File: src/rtl/mbus_pkg.sv
package mbus_pkg;
  typedef enum logic [2:0] {
    S_IDLE = 3'd0,
    S_T1   = 3'd1,
    S_T2   = 3'd2,
    S_T3   = 3'd3,
    S_TW   = 3'd4,
    S_T4   = 3'd5,
    S_HOLD = 3'd6
  } bus_state_e;
endpackage

File: src/rtl/mbus_seq.sv
module mbus_seq
  import mbus_pkg::*;
(
  input  logic       clk,
  input  logic       rst,
  input  logic       req_valid,
  input  logic       ready,
  input  logic       hold,
  output bus_state_e state_d,
  output logic       take,
  output logic       capture
);
  bus_state_e state_q;

  always_comb begin
    state_d = state_q;
    unique case (state_q)
      S_IDLE: begin
        if (hold)           state_d = S_HOLD;
        else if (req_valid) state_d = S_T1;
      end
      S_T1:       state_d = S_T2;
      S_T2:       state_d = S_T3;
      S_T3, S_TW: state_d = ready ? S_T4 : S_TW;
      S_T4:       state_d = S_IDLE;
      S_HOLD:     if (!hold) state_d = S_IDLE;
      default:    state_d = S_IDLE;
    endcase
  end

  // a request is taken only between transfers and only if no master wants the bus
  assign take    = !rst && (state_q == S_IDLE) && !hold && req_valid;
  // last data-phase clock: device is ready at the end of T3 or a wait state
  assign capture = ((state_q == S_T3) || (state_q == S_TW)) && ready;

  always_ff @(posedge clk) begin
    if (rst) state_q <= S_IDLE;
    else     state_q <= state_d;
  end
endmodule

File: src/rtl/mbus_drive.sv
module mbus_drive
  import mbus_pkg::*;
#(
  parameter int ADDR_W = 20,
  parameter int DATA_W = 16,
  localparam int HI_W = ADDR_W - DATA_W
) (
  input  logic              clk,
  input  logic              rst,
  input  bus_state_e        state_d,
  input  logic              take,
  input  logic              capture,
  input  logic [ADDR_W-1:0] req_addr,
  input  logic              req_write,
  input  logic              req_mem,
  input  logic [DATA_W-1:0] req_wdata,
  input  logic [HI_W-1:0]   req_stat,
  input  logic [DATA_W-1:0] ad_in,
  output logic [DATA_W-1:0] ad_out,
  output logic              ad_oe,
  output logic [HI_W-1:0]   hi_out,
  output logic              hi_oe,
  output logic              ale,
  output logic              rd_n,
  output logic              wr_n,
  output logic              den_n,
  output logic              dtr_n,
  output logic              m_io,
  output logic              ctl_oe,
  output logic              hlda,
  output logic [DATA_W-1:0] rd_data,
  output logic              rd_valid
);
  logic [ADDR_W-1:0] lat_addr;
  logic              lat_wr;
  logic              lat_mem;
  logic [DATA_W-1:0] lat_wdata;
  logic [HI_W-1:0]   lat_stat;

  // fields seen by the output registers: fresh request on the accept edge, else latched copy
  logic [ADDR_W-1:0] f_addr;
  logic              f_wr;
  logic              f_mem;
  logic [DATA_W-1:0] f_wdata;
  logic [HI_W-1:0]   f_stat;
  logic              nx_addr, nx_strobe, nx_cyc;

  always_comb begin
    f_addr    = take ? req_addr  : lat_addr;
    f_wr      = take ? req_write : lat_wr;
    f_mem     = take ? req_mem   : lat_mem;
    f_wdata   = take ? req_wdata : lat_wdata;
    f_stat    = take ? req_stat  : lat_stat;
    nx_addr   = (state_d == S_T1);
    nx_strobe = (state_d == S_T2) || (state_d == S_T3) || (state_d == S_TW);
    nx_cyc    = nx_addr || nx_strobe || (state_d == S_T4);
  end

  always_ff @(posedge clk) begin
    if (take) begin
      lat_addr  <= req_addr;
      lat_wr    <= req_write;
      lat_mem   <= req_mem;
      lat_wdata <= req_wdata;
      lat_stat  <= req_stat;
    end
  end

  always_ff @(posedge clk) begin
    if (rst) begin
      ale      <= 1'b0;
      rd_n     <= 1'b1;
      wr_n     <= 1'b1;
      den_n    <= 1'b1;
      dtr_n    <= 1'b1;
      m_io     <= 1'b0;
      ad_oe    <= 1'b0;
      hi_oe    <= 1'b0;
      ctl_oe   <= 1'b1;
      hlda     <= 1'b0;
      ad_out   <= '0;
      hi_out   <= '0;
      rd_data  <= '0;
      rd_valid <= 1'b0;
    end else begin
      ale      <= nx_addr;
      rd_n     <= !(nx_strobe && !f_wr);
      wr_n     <= !(nx_strobe && f_wr);
      den_n    <= !nx_strobe;
      dtr_n    <= nx_cyc ? f_wr  : 1'b1;
      m_io     <= nx_cyc ? f_mem : 1'b0;
      ad_oe    <= nx_addr || (nx_cyc && f_wr);
      hi_oe    <= nx_cyc;
      ctl_oe   <= (state_d != S_HOLD);
      hlda     <= (state_d == S_HOLD);
      ad_out   <= nx_addr ? f_addr[DATA_W-1:0] : f_wdata;
      hi_out   <= nx_addr ? f_addr[ADDR_W-1:DATA_W] : f_stat;
      rd_valid <= capture && !lat_wr;
      if (capture && !lat_wr) rd_data <= ad_in;
    end
  end
endmodule

File: src/rtl/mbus_cycle_ctrl.sv
module mbus_cycle_ctrl
  import mbus_pkg::*;
#(
  parameter int ADDR_W = 20,
  parameter int DATA_W = 16,
  localparam int HI_W = ADDR_W - DATA_W
) (
  input  logic              clk,
  input  logic              rst,
  input  logic              req_valid,
  output logic              req_accept,
  input  logic [ADDR_W-1:0] req_addr,
  input  logic              req_write,
  input  logic              req_mem,
  input  logic [DATA_W-1:0] req_wdata,
  input  logic [HI_W-1:0]   req_stat,
  input  logic              ready,
  input  logic              hold,
  output logic              hlda,
  input  logic [DATA_W-1:0] ad_in,
  output logic [DATA_W-1:0] ad_out,
  output logic              ad_oe,
  output logic [HI_W-1:0]   hi_out,
  output logic              hi_oe,
  output logic              ale,
  output logic              rd_n,
  output logic              wr_n,
  output logic              den_n,
  output logic              dtr_n,
  output logic              m_io,
  output logic              ctl_oe,
  output logic [DATA_W-1:0] rd_data,
  output logic              rd_valid
);
  bus_state_e state_d;
  logic       take;
  logic       capture;

  mbus_seq u_seq (
    .clk       (clk),
    .rst       (rst),
    .req_valid (req_valid),
    .ready     (ready),
    .hold      (hold),
    .state_d   (state_d),
    .take      (take),
    .capture   (capture)
  );

  mbus_drive #(
    .ADDR_W (ADDR_W),
    .DATA_W (DATA_W)
  ) u_drive (
    .clk       (clk),
    .rst       (rst),
    .state_d   (state_d),
    .take      (take),
    .capture   (capture),
    .req_addr  (req_addr),
    .req_write (req_write),
    .req_mem   (req_mem),
    .req_wdata (req_wdata),
    .req_stat  (req_stat),
    .ad_in     (ad_in),
    .ad_out    (ad_out),
    .ad_oe     (ad_oe),
    .hi_out    (hi_out),
    .hi_oe     (hi_oe),
    .ale       (ale),
    .rd_n      (rd_n),
    .wr_n      (wr_n),
    .den_n     (den_n),
    .dtr_n     (dtr_n),
    .m_io      (m_io),
    .ctl_oe    (ctl_oe),
    .hlda      (hlda),
    .rd_data   (rd_data),
    .rd_valid  (rd_valid)
  );

  assign req_accept = take;
endmodule

File: config.mk
export PLATFORM = sky130hd
export DESIGN_NAME = mbus_cycle_ctrl
export DESIGN_NICKNAME = d
export VERILOG_FILES = /design/src/rtl/mbus_pkg.sv /design/src/rtl/mbus_seq.sv /design/src/rtl/mbus_drive.sv /design/src/rtl/mbus_cycle_ctrl.sv
export SDC_FILE = /design/constraint.sdc
export NUM_CORES = 1
export LEC_CHECK = 0
export BUFFER_PORTS_ARGS = -buffer_cell sky130_fd_sc_hd__buf_2
export CAP_MARGIN = 5
export CORE_ASPECT_RATIO = 2
export CORE_UTILIZATION = 46
export DETAILED_ROUTE_END_ITERATION = 6
export PLACE_DENSITY = 0.84
export SLEW_MARGIN = 10
export SYNTH_ARGS = -nofsm -noshare
export SYNTH_HDL_FRONTEND = slang
export SYNTH_SLANG_ARGS = --single-unit
export TNS_END_PERCENT = 100
File: constraint.sdc
create_clock -name clk -period 2 [get_ports clk]
set_input_delay 0.1 -clock clk [delete_from_list [all_inputs] [get_ports clk]]
set_output_delay 0.1 -clock clk [all_outputs]
set_load 0.01 [all_outputs]
# == Word level (Yosys, flattened, before mapping) ==
# Index checks and enable logic that the tools add are counted.
# totals
register_bits,92
in_bits,63
word_cells,69
# classes
n_eq_ne,12
muxes,12
bitwise,1
n_reduce_logical,24
# ops
operator,count
$mux W16,2
$mux W20,1
$eq A3 B3 Y1 const B,5
$pmux W3 S5,1
$eq A3 B2 Y1 const B,4
$mux W3,3
$logic_and A1 B1 Y1,8
$mux W4,2
$logic_not A1 Y1,7
$eq A3 B1 Y1 const B,2
$logic_or A1 B1 Y1,6
$reduce_or A2 Y1,2
$logic_not A3 Y1,1
$mux W1,3
$ne A3 B3 Y1 const B,1
$not A1 Y1,1

# == Logic depth before layout (Yosys ltp) ==
# logic_depth
ltp_word,10
ltp_mapped,7
ltp_nobuf,5

# == Hierarchy ==
# Synthesis repeated with hierarchy kept, for this count alone.
# hier_totals
cells_unflattened,275
hier_area_um2,3204.3
# modules_own_cells
mod,n_inst,cells_each,area_each_um2
mbus_drive,1,253,3014.1
mbus_seq,1,22,190.2

# == Worst setup path before layout ==
# No wires, ideal clock.
# synth_timing
kind,flip-flop to flip-flop
start,register u_seq.state_q[1]
end,register u_drive.rd_data[0]
setup_time_ps,128
t_arrival_ps,1557
required_ps,1872
setup_slack_ps,315
path_stages_with_launch,8
cell_sequence,dfxtp_1 > buf_4 > or3b_1 > a211oi_2 > buf_6 > buf_12 > mux2i_1 > nor2_1
# synth_between
elab_chain_len,4
elab_cells_between_ends,5
# synth_lines
item,line,source
start: declaration,mbus_seq.sv:13,bus_state_e state_q;
start signal: assignment,mbus_seq.sv:38,else state_q <= state_d;
$eq A3 B2 Y1 / $eq A3 B3 Y1 (equally long branches),mbus_seq.sv:34,assign capture = ((state_q == S_T3) || (state_q == S_TW)) && ready;
$logic_or A1 B1 Y1 (*),mbus_seq.sv:34,
$logic_and A1 B1 Y1 (*),mbus_seq.sv:34,
$logic_and A1 B1 Y1 (*),mbus_drive.sv:99,if (capture && !lat_wr) rd_data <= ad_in;
end signal: assignment,mbus_drive.sv:99,
end: declaration,mbus_drive.sv:31,"output logic [DATA_W-1:0] rd_data,"
# Every way passes the cells marked *; elsewhere a longest branch is shown, timed or not.
# A chain may end at the register's enable or synchronous reset.

# == Worst setup path in the final report ==
# layout_timing
start,register u_seq.state_q[1]
end,output port req_accept
# layout_between
elab_chain_len,4
# layout_lines
item,line,source
$logic_not A3 Y1,mbus_seq.sv:32,assign take = !rst && (state_q == S_IDLE) && !hold && req_valid;
$logic_and A1 B1 Y1 (3 in series),mbus_seq.sv:32,
end: declaration,mbus_cycle_ctrl.sv:11,"output logic req_accept,"
# Every way passes these cells.

==> flow_results.org <==
** Outcome
- Outcome :: finished clean

** Worst setup path
- R2R Path Start :: u_seq.state_q[2]
- Counting cells, the worst reg-to-reg path comes to 5.
- The worst register-to-register path has a setup slack of 110 ps.
- Crit path kind :: flop to output pin
- Along the worst path, the maximum fanout reaches 10.
- Worst setup path end :: req_accept
- Crit. path cell count :: 5
- Critical Path Sink Type :: output pin
- Cells along the critical path :: or2_4 -> or4_4 -> buf_4 -> inv_1 -> buf_2
- Among cell families on the critical path, the largest total delay comes from simple AND/OR/NAND/NOR gates.
- Data on the critical path arrives at its endpoint at 1800 ps.
- In this design, the stage delay of the slowest critical-path cell is between 400 and 500 ps.
- Highest-delay cell along the critical path :: sky130_fd_sc_hd__or4_4
- Start point of the critical path :: u_seq.state_q[1]
- Critical path startpoint category :: flop
- Required time of the critical path :: about 1900 ps
- The worst register-to-register path ends at u_drive.rd_data[6].
- Crit path buffers/inverters :: 3

** Floorplan
- For this design the top-level I/O count stands at between 100 and 150.
- Initial cell density of the core :: a little under half
- The floorplan step set the die height to 109 um.
- Floorplan Core Area :: ~5500 um^2
- Overall die area :: roughly 6000 um^2
- Die boundary width :: 55.4 um
- After floorplanning, the core was divided into 38 placement rows.

** Pwr
- For this design the total switching power over the nets is 0.00107 W.
- The share of total power dissipated in sequential elements is a little under half.
- The clock network accounts for approximately 28% of the total power.
- In this run the power density over the cells is 1030 nW/um^2.
- Internal power contribution :: around 0.0030 W
- Static leakage :: approximately 1.9 nW
- Sw frac :: a little over a quarter
- Of the total power, combinational logic draws 24.2%.
- The worst-case IR drop observed on VDD is between 700 and 800 uV.

** GRT
- First-pass GRT wire length :: around 10 mm
- The number of global-route vias before repair is 2386.
- Largest net degree at the start of global routing :: 44
- Total congestion overflow after global routing :: 0
- The initial antenna violation count is 0.
- Global routing used 22.7% of the available tracks across all layers.

** Detailed routing
- In the routed design, unresolved DRC markers number 0.
- Detail-routed net length per standard cell :: 14.0 um
- Drt pass-1 iters :: 6
- In the routed layout, each cell is associated on average with a via count of 4.80.
- Drt total wl :: approximately 6.7 mm
- After the first detailed-routing iteration, the DRC count stood at 85.
- DRT antenna net count :: 0
- Vias after detailed routing :: around 2300

** CTS
- TritonCTS created 9 clock buffers.
- TritonCTS clock tree :: done
- The H-tree generated during clock tree synthesis spans 3 levels.
- Post-CTS setup repair buffer count :: 0
- CTS placed an instance of sky130_fd_sc_hd__clkbuf_8 at the clock tree root.
- The clock drives slightly above 70 sinks.
- Clock input transition at the sequential cells of the worst setup and hold paths :: roughly 70 ps
- Clock tree buffer depth :: 2
- At the later pin of the worst-skew pair, clock insertion delay measures 340 ps.

** Synth
- Synthesis inferred just over 70 register bits.
- Count of flip-flops with a built-in enable after synthesis :: 0
- The share of the Yosys chip area taken by registers is 54.9%.
- Yosys warnings :: 0
- Top_reg_cell synth :: sky130_fd_sc_hd__dfxtp_1
- Synthesis produced a netlist whose cell count is 248.
- Syn_area_per_cell :: 10.6 um^2
- Of all flip-flops after synthesis, the portion carrying an async set or reset was 0%.
- Number of distinct library cells after synthesis :: 34
- Synthesis produced a netlist with a net count of slightly above 300.
- The synthesized netlist occupies a cell area of about 2600 um^2.

** Cells and area
- Cells with a size suffix above 1 make up between 30% and 40% of the layout.
- Compared with the post-synthesis result, the final layout area differs by 50.1%.
- Leaving out fill and tap cells, the most frequent cell in the layout is sky130_fd_sc_hd__buf_2.
- Total inserted antenna cells :: 0
- Once layout is complete, the utilization of the core stands at 72.0%.
- Commonest non-fill, non-tap cells in the layout :: sky130_fd_sc_hd__buf_2 (110), sky130_fd_sc_hd__dfxtp_1 (72), sky130_fd_sc_hd__dlygate4sd3_1 (54)
- In the final design database the tool counted around 470 nets.
- Filler cells :: roughly 380

** Placed design
- Placement Setup Slack :: 179 ps
- The congestion estimate from routability-driven global placement came to ~0.82.
- Detailed placement ended at an HPWL of about 4.1 mm.
- Number of buffers added on ports :: 110

** STA
- Final slew viol count :: 0
- Achievable Freq :: approximately 530 MHz
- Hold violation total from the final report :: 0
- Setup TNS :: 0 ps
- Across all hold checks on the routed design, the worst slack comes to 16.7 ps.
- Worst-case clock skew :: 4.77 ps
- Measured against its own limit, the worst slew margin works out to around 55%.
- Final setup vio count :: 0
- Unrepaired setup endpoints after global routing :: false
- Pin slew with the least headroom to its limit :: between 600 and 700 ps
- The final critical path takes up between 90% and 100% of the cycle.
- Setup slack closes at ~100 ps.
- The worst path in the final design needs a cycle of approximately 1900 ps, including I/O delays and setup.

** Worst hold path
- The tightest min-delay check is of the input pin to flop type.

** Flow run
- The tool flagged a number of max-cap violations equal to 0.
## tightest hold or removal path, delay by kind of cell
kind,cells,cell delay (ps)
buf+inv,1,80
simple gates,1,80
mux,1,60
## what timing repair did
item | in CTS | in global routing
hold endpoints to repair | 54 | 0
resized for setup | 1 | 1
setup endpoints to repair | 1 | 1
hold buffers | 54 | 0
## worst min path at each step
stage	slack [ps]	depth (start not counted)	start	end
after global routing	20	3	ad_in[4]	u_drive.rd_data[4]
after floorplan	190	1	hold	u_drive.ctl_oe
final	20	3	ad_in[4]	u_drive.rd_data[4]
after detailed placement	330	2	req_wdata[12]	u_drive.lat_wdata[12]
after CTS	1	3	ad_in[4]	u_drive.rd_data[4]
after global placement	330	2	req_stat[2]	u_drive.lat_stat[2]
## stage by stage
| step | instance area, um^2 | instances | power [W] |
|---|---|---|---|
| final | 3940 | 476 | 0.00405 |
| after global routing | 3940 | 476 | 0.00424 |
| after CTS | 3940 | 476 | 0.00406 |
| after detailed placement | 3190 | 406 | 0.00282 |
| after global placement | 3190 | 406 | 0.00278 |
| after floorplan | 2620 | 248 | 0.00252 |
## cell type report
| class | instances | area (um^2) | share of cell area (%) |
|---|---|---|---|
| clock inverters | 3 | 40.0 | 1.02 |
| clock buffers | 13 | 159 | 4.04 |
| repair buffers | 171 | 1160 | 29.4 |
| inverters | 8 | 30.0 | 0.763 |
| flip-flops and latches | 72 | 1440 | 36.6 |
| well taps | 60 | 75.1 | 1.91 |
| multi-input cells | 149 | 1040 | 26.3 |
## registers in the layout, indices dropped and copies added (netlist names)
register / flops
u_drive.lat_wr: 1
u_drive.rd_valid: 1
u_drive.dtr_n: 1
u_drive.lat_stat: 4
u_drive.hi_oe: 1
u_drive.hlda: 1
u_drive.ad_oe: 1
u_drive.ad_out: 16
u_drive.rd_n: 1
u_drive.ctl_oe: 1
u_drive.den_n: 1
u_drive.m_io: 1
u_drive.rd_data: 16
u_drive.wr_n: 1
u_drive.hi_out: 4
u_drive.ale: 1
u_seq.state_q: 3
u_drive.lat_wdata: 16
u_drive.lat_mem: 1
## Yosys cell counts (all sizes together) (2+ instances only)
library cell / n / area share, %
nor2b: 2 / 0.48
mux2: 21 / 12
dfxtp: 72 / 55
inv: 8 / 1.1
mux2i: 17 / 6.5
nor2: 20 / 2.9
nand3: 2 / 0.38
nand2b: 2 / 0.76
a21oi: 22 / 4.2
o21ai: 2 / 0.38
nand2: 44 / 6.3
a31oi: 2 / 0.48
buf: 10 / 3.9
clkbuf: 9 / 1.3
## cells by family (layout without fill, tap and decap cells)
group	after synthesis	in the layout	share of synthesized area [%]
simple gates	78	78	12.9
flops	72	72	54.9
mux	38	38	18.4
compound gates	31	31	6.77
buf+inv	27	195	6.29
fa+ha+maj	1	1	0.382
xor+xnor	1	1	0.334
## layer usage
metal / GRT usage [%] / vias up / share of wire [%]
met3: 4.63 / 12 / 3.6
met1: 21.5 / 1057 / 38
met2: 44.2 / 77 / 57
met4: 12.9 / 0 / 2.1
met5: 0 / - / 0
li1: - / 1138 / -
## power by group through the flow
stage / Combinational, W / Clock, W / Sequential (W)
2_1_floorplan: 0.000545 / 0 / 0.00198
3_3_place_gp: 0.000850 / 0 / 0.00193
3_5_place_dp: 0.000878 / 0 / 0.00194
4_1_cts: 0.000965 / 0.00117 / 0.00192
5_1_grt: 0.00105 / 0.00123 / 0.00196
6_report: 0.000979 / 0.00114 / 0.00193
No activity file was read; power rests on OpenSTA's default activity.
